`src/rtl/ovs_pkg.sv`:
```
package ovs_pkg;

    // Speed-limit selector encoding
    typedef enum logic {
        LIM_SLOW = 1'b0,   // lower limit, longer window
        LIM_FAST = 1'b1    // higher limit, shorter window
    } limit_e;

    // Output indicator bundle
    typedef struct packed {
        logic window;
        logic stop;
        logic alarm;
    } ovs_flags_t;

    // Beam index constants
    localparam int BEAM_START = 0;
    localparam int BEAM_STOP  = 1;
    localparam int NUM_BEAMS  = 2;

    // Pick window length from the selected limit
    function automatic int unsigned win_len(input limit_e lim,
                                            input int unsigned slow_t,
                                            input int unsigned fast_t);
        return (lim == LIM_FAST) ? fast_t : slow_t;
    endfunction

    function automatic int unsigned max2(input int unsigned a, input int unsigned b);
        return (a > b) ? a : b;
    endfunction

endpackage

```
`src/rtl/ovs_beam_sync.sv`:
```
module ovs_beam_sync (
    input  logic clk,
    input  logic rst,
    input  logic beam_n_i,
    output logic fall_o
);
    // Two synchronizer stages plus one history stage; idle level is light (1)
    logic meta_q;
    logic sync_q;
    logic prev_q;

    always_ff @(posedge clk) begin
        if (rst) begin
            meta_q <= 1'b1;
            sync_q <= 1'b1;
            prev_q <= 1'b1;
        end else begin
            meta_q <= beam_n_i;
            sync_q <= meta_q;
            prev_q <= sync_q;
        end
    end

    // Light-to-dark transition on the synchronized level
    assign fall_o = prev_q & ~sync_q;

    AST_FALL_SINGLE: assert property (@(posedge clk) disable iff (rst)
        fall_o |=> !fall_o);

endmodule

```
`src/rtl/ovs_oneshot.sv`:
```
module ovs_oneshot #(
    parameter int unsigned MAXV = 900,
    localparam int CW = $clog2(MAXV + 1)
) (
    input  logic          clk,
    input  logic          rst,
    input  logic          clr_i,
    input  logic          tick_i,
    input  logic          trig_i,
    input  logic [CW-1:0] load_i,
    output logic          active_o
);
    logic [CW-1:0] cnt_q;
    logic          idle;

    assign idle = (cnt_q == '0);

    // Clear beats trigger; trigger only loads when idle (no retrigger);
    // countdown only on tick cycles
    always_ff @(posedge clk) begin
        if (rst) begin
            cnt_q <= '0;
        end else if (clr_i) begin
            cnt_q <= '0;
        end else if (trig_i && idle) begin
            cnt_q <= load_i;
        end else if (tick_i && !idle) begin
            cnt_q <= cnt_q - 1'b1;
        end
    end

    assign active_o = !idle;

    AST_CLEAR_EMPTIES: assert property (@(posedge clk) disable iff (rst)
        clr_i |=> !active_o);

    AST_HOLD_NO_TICK: assert property (@(posedge clk) disable iff (rst)
        (!clr_i && !tick_i && !idle) |=> (cnt_q == $past(cnt_q)));

    AST_NO_RETRIG: assert property (@(posedge clk) disable iff (rst)
        (!clr_i && trig_i && !idle) |=> (cnt_q <= $past(cnt_q)));

    AST_CNT_IN_RANGE: assert property (@(posedge clk) disable iff (rst)
        cnt_q <= CW'(MAXV));

endmodule

```
`src/rtl/overspeed_detector.sv`:
```
module overspeed_detector #(
    parameter int unsigned WIN_SLOW_TICKS = 900,
    parameter int unsigned WIN_FAST_TICKS = 600,
    parameter int unsigned ALARM_TICKS    = 200,
    parameter int unsigned STOP_TICKS     = 5
) (
    input  logic clk,
    input  logic rst,
    input  logic rst_btn_i,
    input  logic tick_i,
    input  logic limit_fast_i,
    input  logic start_beam_n_i,
    input  logic stop_beam_n_i,
    output logic window_o,
    output logic stop_o,
    output logic alarm_o
);
    import ovs_pkg::*;

    localparam int unsigned WIN_MAX = max2(WIN_SLOW_TICKS, WIN_FAST_TICKS);
    localparam int WIN_W   = $clog2(WIN_MAX + 1);
    localparam int ALARM_W = $clog2(ALARM_TICKS + 1);
    localparam int STOP_W  = $clog2(STOP_TICKS + 1);

    logic [NUM_BEAMS-1:0] beam_n;
    logic [NUM_BEAMS-1:0] beam_fall;

    assign beam_n[BEAM_START] = start_beam_n_i;
    assign beam_n[BEAM_STOP]  = stop_beam_n_i;

    for (genvar b = 0; b < NUM_BEAMS; b++) begin : g_sync
        ovs_beam_sync u_sync (
            .clk      (clk),
            .rst      (rst),
            .beam_n_i (beam_n[b]),
            .fall_o   (beam_fall[b])
        );
    end

    // Limit latched into the counter at window opening
    limit_e           lim_sel;
    logic [WIN_W-1:0] win_load;

    assign lim_sel  = limit_e'(limit_fast_i);
    assign win_load = WIN_W'(win_len(lim_sel, WIN_SLOW_TICKS, WIN_FAST_TICKS));

    ovs_flags_t flags;

    ovs_oneshot #(.MAXV(WIN_MAX)) u_window (
        .clk      (clk),
        .rst      (rst),
        .clr_i    (rst_btn_i),
        .tick_i   (tick_i),
        .trig_i   (beam_fall[BEAM_START]),
        .load_i   (win_load),
        .active_o (flags.window)
    );

    ovs_oneshot #(.MAXV(STOP_TICKS)) u_stop (
        .clk      (clk),
        .rst      (rst),
        .clr_i    (1'b0),
        .tick_i   (tick_i),
        .trig_i   (beam_fall[BEAM_STOP]),
        .load_i   (STOP_W'(STOP_TICKS)),
        .active_o (flags.stop)
    );

    // Violation: stop pulse and window overlap; alarm fires on onset of overlap
    logic overlap;
    logic overlap_q;

    assign overlap = flags.window & flags.stop;

    always_ff @(posedge clk) begin
        if (rst) begin
            overlap_q <= 1'b0;
        end else begin
            overlap_q <= overlap;
        end
    end

    ovs_oneshot #(.MAXV(ALARM_TICKS)) u_alarm (
        .clk      (clk),
        .rst      (rst),
        .clr_i    (1'b0),
        .tick_i   (tick_i),
        .trig_i   (overlap & ~overlap_q),
        .load_i   (ALARM_W'(ALARM_TICKS)),
        .active_o (flags.alarm)
    );

    assign window_o = flags.window;
    assign stop_o   = flags.stop;
    assign alarm_o  = flags.alarm;

    AST_ALARM_NEEDS_OVERLAP: assert property (@(posedge clk) disable iff (rst)
        $rose(alarm_o) |-> $past(window_o && stop_o));

    AST_STOP_FOLLOWS_EDGE: assert property (@(posedge clk) disable iff (rst)
        beam_fall[BEAM_STOP] |=> stop_o);

    AST_NO_ALARM_WITHOUT_WINDOW: assert property (@(posedge clk) disable iff (rst)
        (stop_o && !window_o && !alarm_o && !overlap_q) |=> !alarm_o);

endmodule

```
`config.mk`:
```
export PLATFORM = sky130hd
export DESIGN_NAME = overspeed_detector
export DESIGN_NICKNAME = d
export VERILOG_FILES = /design/src/rtl/ovs_pkg.sv /design/src/rtl/ovs_beam_sync.sv /design/src/rtl/ovs_oneshot.sv /design/src/rtl/overspeed_detector.sv
export SDC_FILE = /design/constraint.sdc
export NUM_CORES = 1
export LEC_CHECK = 0
export ABC_AREA = 1
export BUFFER_PORTS_ARGS = -buffer_cell sky130_fd_sc_hd__buf_2
export CORE_AREA = 4 4 83 92
export DETAILED_ROUTE_END_ITERATION = 10
export DIE_AREA = 0 0 87 96
export GPL_TIMING_DRIVEN = 0
export MAX_ROUTING_LAYER = met4
export PLACE_DENSITY = 0.45
export RECOVER_POWER = 25
export SLEW_MARGIN = 20
export SYNTH_ARGS = -nofsm -noshare
export SYNTH_HDL_FRONTEND = slang
export SYNTH_SLANG_ARGS = --single-unit
```
`constraint.sdc`:
```
create_clock -name clk -period 2.05 [get_ports clk]
set_clock_uncertainty 0.2 [all_clocks]
set_input_delay 0.3075 -clock clk [delete_from_list [all_inputs] [get_ports clk]]
set_output_delay 0.3075 -clock clk [all_outputs]
set_load 0.05 [all_outputs]
```
# == Yosys cells after proc, flatten, opt, wreduce, memory -nomap -nowiden ==
# Index checks and enable logic that the tools add are counted.
# totals
ff_bits,28
in_bits,7
elab_cells,47
# classes
n_addsub,3
mux,7
bitwise_logic,7
n_reduce_logical,18
# op_table
operator,n
10-bit two-way mux,2
8-bit two-way mux,2
10-bit zero test,1
10-bit by 1-bit subtractor with 10-bit output (second input constant),1
9-bit two-way mux,1
8-bit zero test,1
8-bit by 1-bit subtractor with 8-bit output (second input constant),1
1-bit logical AND,6
3-bit two-way mux,2
2-bit nonzero test,3
2-bit OR reduction,3
1-bit bitwise AND,4
1-bit zero test,3
3-bit zero test,1
1-bit inverter,3
3-bit by 1-bit subtractor with 3-bit output (second input constant),1

# == Depth between registers and ports, before layout ==
# depth
ltp_word,6
depth_mapped,11
depth_no_buf,11

# == Cells and area by module ==
# A second synthesis with hierarchy kept.
# unflattened
hier_cells,294
area_unflattened_um2,1874.3
# modules_own_cells
module,instances,cells_each,area_per_inst_um2,seq_area_each_um2
ovs_oneshot at u_window,1,129,750.7,200.2
ovs_oneshot at u_alarm,1,97,655.6,160.2
ovs_oneshot at u_stop,1,37,237.7,60.1
ovs_beam_sync,2,12,93.8,60.1
overspeed_detector,1,7,42.5,20.0

# == Least setup slack after synthesis ==
# Ideal clock, no wire load.
# synth_path
path_kind,reg-to-reg
start,register u_stop.cnt_q[0]
end,register u_stop.cnt_q[2]
setup_time_ps,65
arrival_time_ps,1490
required_time_ps,1785
setup_slack_ps,295
stages_incl_launch_ff,10
n_path_buf,0
synth_period_minus_slack_ps,1755
cell_sequence,dfxtp_1 -> inv_1 -> ha_1 -> nand2_1 -> nand2_1 -> inv_1 -> nand2_1 -> o21ai_0 -> a21oi_1 -> nor2_1
# synth_via
elab_chain_len,4
# synth_rtl
element,line,rtl
from (decl),ovs_oneshot.sv:13,logic [CW-1:0] cnt_q;
from (signal assigned),ovs_oneshot.sv:26,cnt_q <= load_i;
from (signal assigned),ovs_oneshot.sv:28,cnt_q <= cnt_q - 1'b1;
3-bit zero test,ovs_oneshot.sv:16,assign idle = (cnt_q == '0);
1-bit zero test,--,
net stop_o,overspeed_detector.sv:15,"output logic stop_o,"
1-bit logical AND,ovs_oneshot.sv:27,end else if (tick_i && !idle) begin
2-bit nonzero test (no source line),--,
# The timed path passes the listed nets, and every way through them passes these cells. The select of a mux whose other input is x is not followed.
# A chain may end at the register's enable or synchronous reset.

# == Worst setup path in the final report ==
# layout_path
start,register u_window.cnt_q[0]
end,output window_o
# layout_via
elab_chain_len,2
# layout_rtl
element,line,rtl
from (decl),ovs_oneshot.sv:13,
from (signal assigned),ovs_oneshot.sv:26,
from (signal assigned),ovs_oneshot.sv:28,
10-bit zero test,ovs_oneshot.sv:16,
1-bit zero test,ovs_oneshot.sv:32,assign active_o = !idle;
to (decl),overspeed_detector.sv:14,"output logic window_o,"
# No other way between the ends.

==> impl_metrics.py <==
metrics = {
    "outcome": {
        "status": "finished, final reports clean",
    },
    "floorplan": {
        "dieWidth_um": 87,
        "initial_utilization_pct": 24.7,
        "rows": 31,
        "pin_count": 10,
        "die_area_um2": 8350,
        "core_area_um2": 6630,
        "die_h_um": 96,
    },
    "worst_setup_path": {
        "cp_max_fo": 4,
        "cp-startpoint": "u_window.cnt_q[0]",
        "r2r_end": "u_window.cnt_q[8]",
        "critPathLaunchType": "register",
        "critical_path.cell_chain": "inv_1, ha_1, nand3_1, nor4_2, inv_1, buf_2",
        "r2r_slack_ns": 0.17,
        "worstPathRequired_ns": 1.54,
        "crit_path_frequent_cell": "inv_1",
        "endpoint": "window_o",
        "timing.rr.start": "u_window.cnt_q[0]",
        "reg2regPathDepth": 9,
        "cp-end-kind": "output pin",
        "crit_type": "reg2out",
        "cp_slowest_cell": "dfxtp_1",
        "cp.arrival_ns": 1.42,
        "slowest_delay_ns": 0.32,
    },
    "clock_network": {
        "cts-htree-levels": 1,
        "cts_buffer_depth": 2,
        "cts.sinks": 28,
        "cts_tree": "yes",
        "cts_setup_buffers": 0,
        "clkSlewWorstSetupHoldPaths_ns": 0.10,
        "cts_buffers": 3,
        "clockRootBuffer": "clkbuf_8",
        "clk_latency_ns": 0.28,
    },
    "global_routing": {
        "grt_pass1_vias": 1272,
        "grt_pass1_wl_um": 6000,
        "antenna_found_initial": 0,
        "grt_usage_pct": 9.21,
        "grt-ovfl-total": 0,
        "grt_start_max_net_pins": 17,
    },
    "placed_design": {
        "dpl_cell_area_um2": 1780,
        "pre_cts_ws_ns": 0.187,
        "dp_cells": 319,
        "io_buffers": 9,
        "dpl.hpwl_um": 2540,
        "gp_congestion": 0.766,
    },
    "power_and_ir_drop": {
        "p_leak_nw": 0.864,
        "ir_worst_vdd_mv": 0.995,
        "p_per_area_nw_per_um2": 1810,
    },
    "final_layout": {
        "layout_commonest_cell": "nand2_1",
        "instances_no_fill": 325,
        "most-common-layout-cells": "nand2_1, inv_1, nor2_1",
        "layout.nets": 257,
        "final_util_pct": 28.4,
        "areaGrowthSynthToFinish_pct": 15.2,
        "n_antenna_cell": 0,
        "drive_gt1_share_pct": 15.6,
        "final_cell_area_um2": 1880,
    },
    "detailed_routing": {
        "post-route-drc-count": 0,
        "vias_per_cell": 4.09,
        "wire_per_inst_um": 10.3,
        "first_pass_iters": 4,
        "drtIter0Drc": 44,
        "vias": 1329,
        "ant_nets": 0,
        "drt-total-wl_um": 3330,
    },
    "sta": {
        "fin_crit_ns": 1.93,
        "max_slew_margin_pct": 64.7,
        "hold_viol": 0,
        "drv_slew": 0,
        "worst_pin_slew_ns": 0.528,
        "min_period_over_period_pct": 94.2,
        "worst_slack_ns": 0.119,
        "worst_hold_slack_ns": 0.110,
        "final-setup-viol-count": 0,
        "rsz0062_at_grt": "yes",
        "timing.fmax_mhz": 518,
    },
    "logic_synthesis": {
        "ys_ff_latch": 28,
        "synth_top_family_by_area": "simple AND/OR/NAND/NOR gates",
        "yosys_warnings": 0,
        "syn-cell-area_um2": 1640,
        "synthXorXnorAreaFrac_pct": 3.75,
        "synthMuxAreaShare_pct": 0,
        "synth_cell_types": 35,
        "syn-num-nets": 241,
        "synth_simple_gate_area_share_pct": 37.7,
        "synth_compound_area_share_pct": 8.72,
        "syn_avg_cell_area_um2": 7.17,
        "seq_area_frac_synth_pct": 34.3,
        "syn_inst": 228,
        "synth_adder_area_share_pct": 4.59,
    },
    "min_path": {
        "hold_depth": 2,
        "worstHoldPathType": "in2reg",
    },
    "job": {
        "maxCapViolCount": 0,
    },
}
worst max-delay path: cells and delay by family, from the launching register on:
family / cells / cell delay (ns)
buffers and inverters: 3 / 0.39
DFF: 1 / 0.32
and+or+nand+nor: 2 / 0.25
adders and majority gates: 1 / 0.18
per-stage QoR:
stage | setup TNS, ns | total power, mW
2_1_floorplan | 0 | 2.56
3_3_place_gp | 0 | 2.95
3_5_place_dp | 0 | 2.96
4_1_cts | 0 | 3.42
5_1_grt | -0.0206 | 3.77
6_report | 0 | 3.40
layer usage:
| metal | global-route usage, % | wire length, um |
|---|---|---|
| met5 | - | 0 |
| met4 | 1.95 | 27 |
| met3 | 2.14 | 84 |
| met2 | 14.4 | 1490 |
| met1 | 12.1 | 1730 |
report_power, final:
part / switching, mW / leakage, nW / internal (mW)
Clock: 0.184 / 0.0357 / 0.262
Combinational: 1.39 / 0.598 / 0.755
Sequential: 0.123 / 0.230 / 0.692
worst min path at each step:
| stage | start | end | slack, ns |
|---|---|---|---|
| 6_report | rst | u_stop.cnt_q[1] | 0.11 |
| 5_1_grt | rst | u_stop.cnt_q[1] | 0.14 |
| 4_1_cts | rst | u_stop.cnt_q[1] | 0.04 |
| 3_5_place_dp | g_sync[1].u_sync.meta_q | g_sync[1].u_sync.sync_q | 0.19 |
| 3_3_place_gp | g_sync[1].u_sync.meta_q | g_sync[1].u_sync.sync_q | 0.19 |
| 2_1_floorplan | g_sync[0].u_sync.meta_q | g_sync[0].u_sync.sync_q | 0.19 |
state kept, by name (all words and copies together) (netlist names):
register / count
g_sync.u_sync.meta_q: 2
g_sync.u_sync.prev_q: 2
g_sync.u_sync.sync_q: 2
overlap_q: 1
u_alarm.cnt_q: 8
u_stop.cnt_q: 3
u_window.cnt_q: 10
cells by family (layout without fill, tap and decap cells):
kind of cell | after synthesis | count (layout)
AOI/OAI and AO/OA | 27 | 27
and+or+nand+nor | 121 | 121
buffers and inverters | 39 | 54
xor gates and xnor gates | 7 | 7
adders and majority gates | 6 | 6
DFF | 28 | 28
synthesized netlist by cell type (all sizes together):
cell	count	area share [%]
nand2	53	14
nor2	36	11
inv	34	8.1
dfxtp	28	34
a21oi	17	5.2
nand3	17	6.3
o21ai	7	2.1
ha	6	4.6
or2	6	2.3
nand4	5	2.8
xor2	5	2.7
buf	3	2.1
nor3	2	0.61
xnor2	2	1.1
a2111oi	1	0.54
a31oi	1	0.38
clkbuf	1	0.23
clkinv	1	0.54
nand3b	1	0.46
nor4	1	0.38
o21a	1	0.46
timing repair:
action / CTS / global route
hold buffers: 2 / 0
resized for setup: 0 / 2
hold endpoints to repair: 2 / 0
endpoints found under the setup margin: 0 / 2
area by class of cell:
| cell class | count | area [um2] |
|---|---|---|
| fillers | 732 | 4750 |
| well taps | 82 | 103 |
| inverters | 35 | 141 |
| clock buffers | 3 | 41.3 |
| flip-flops and latches | 28 | 561 |
| clock inverters | 1 | 30.0 |
| plain buffers | 4 | 37.5 |
| multi-input cells | 161 | 907 |
| repair buffers | 11 | 63.8 |
No activity file was read; power rests on OpenSTA's default activity.
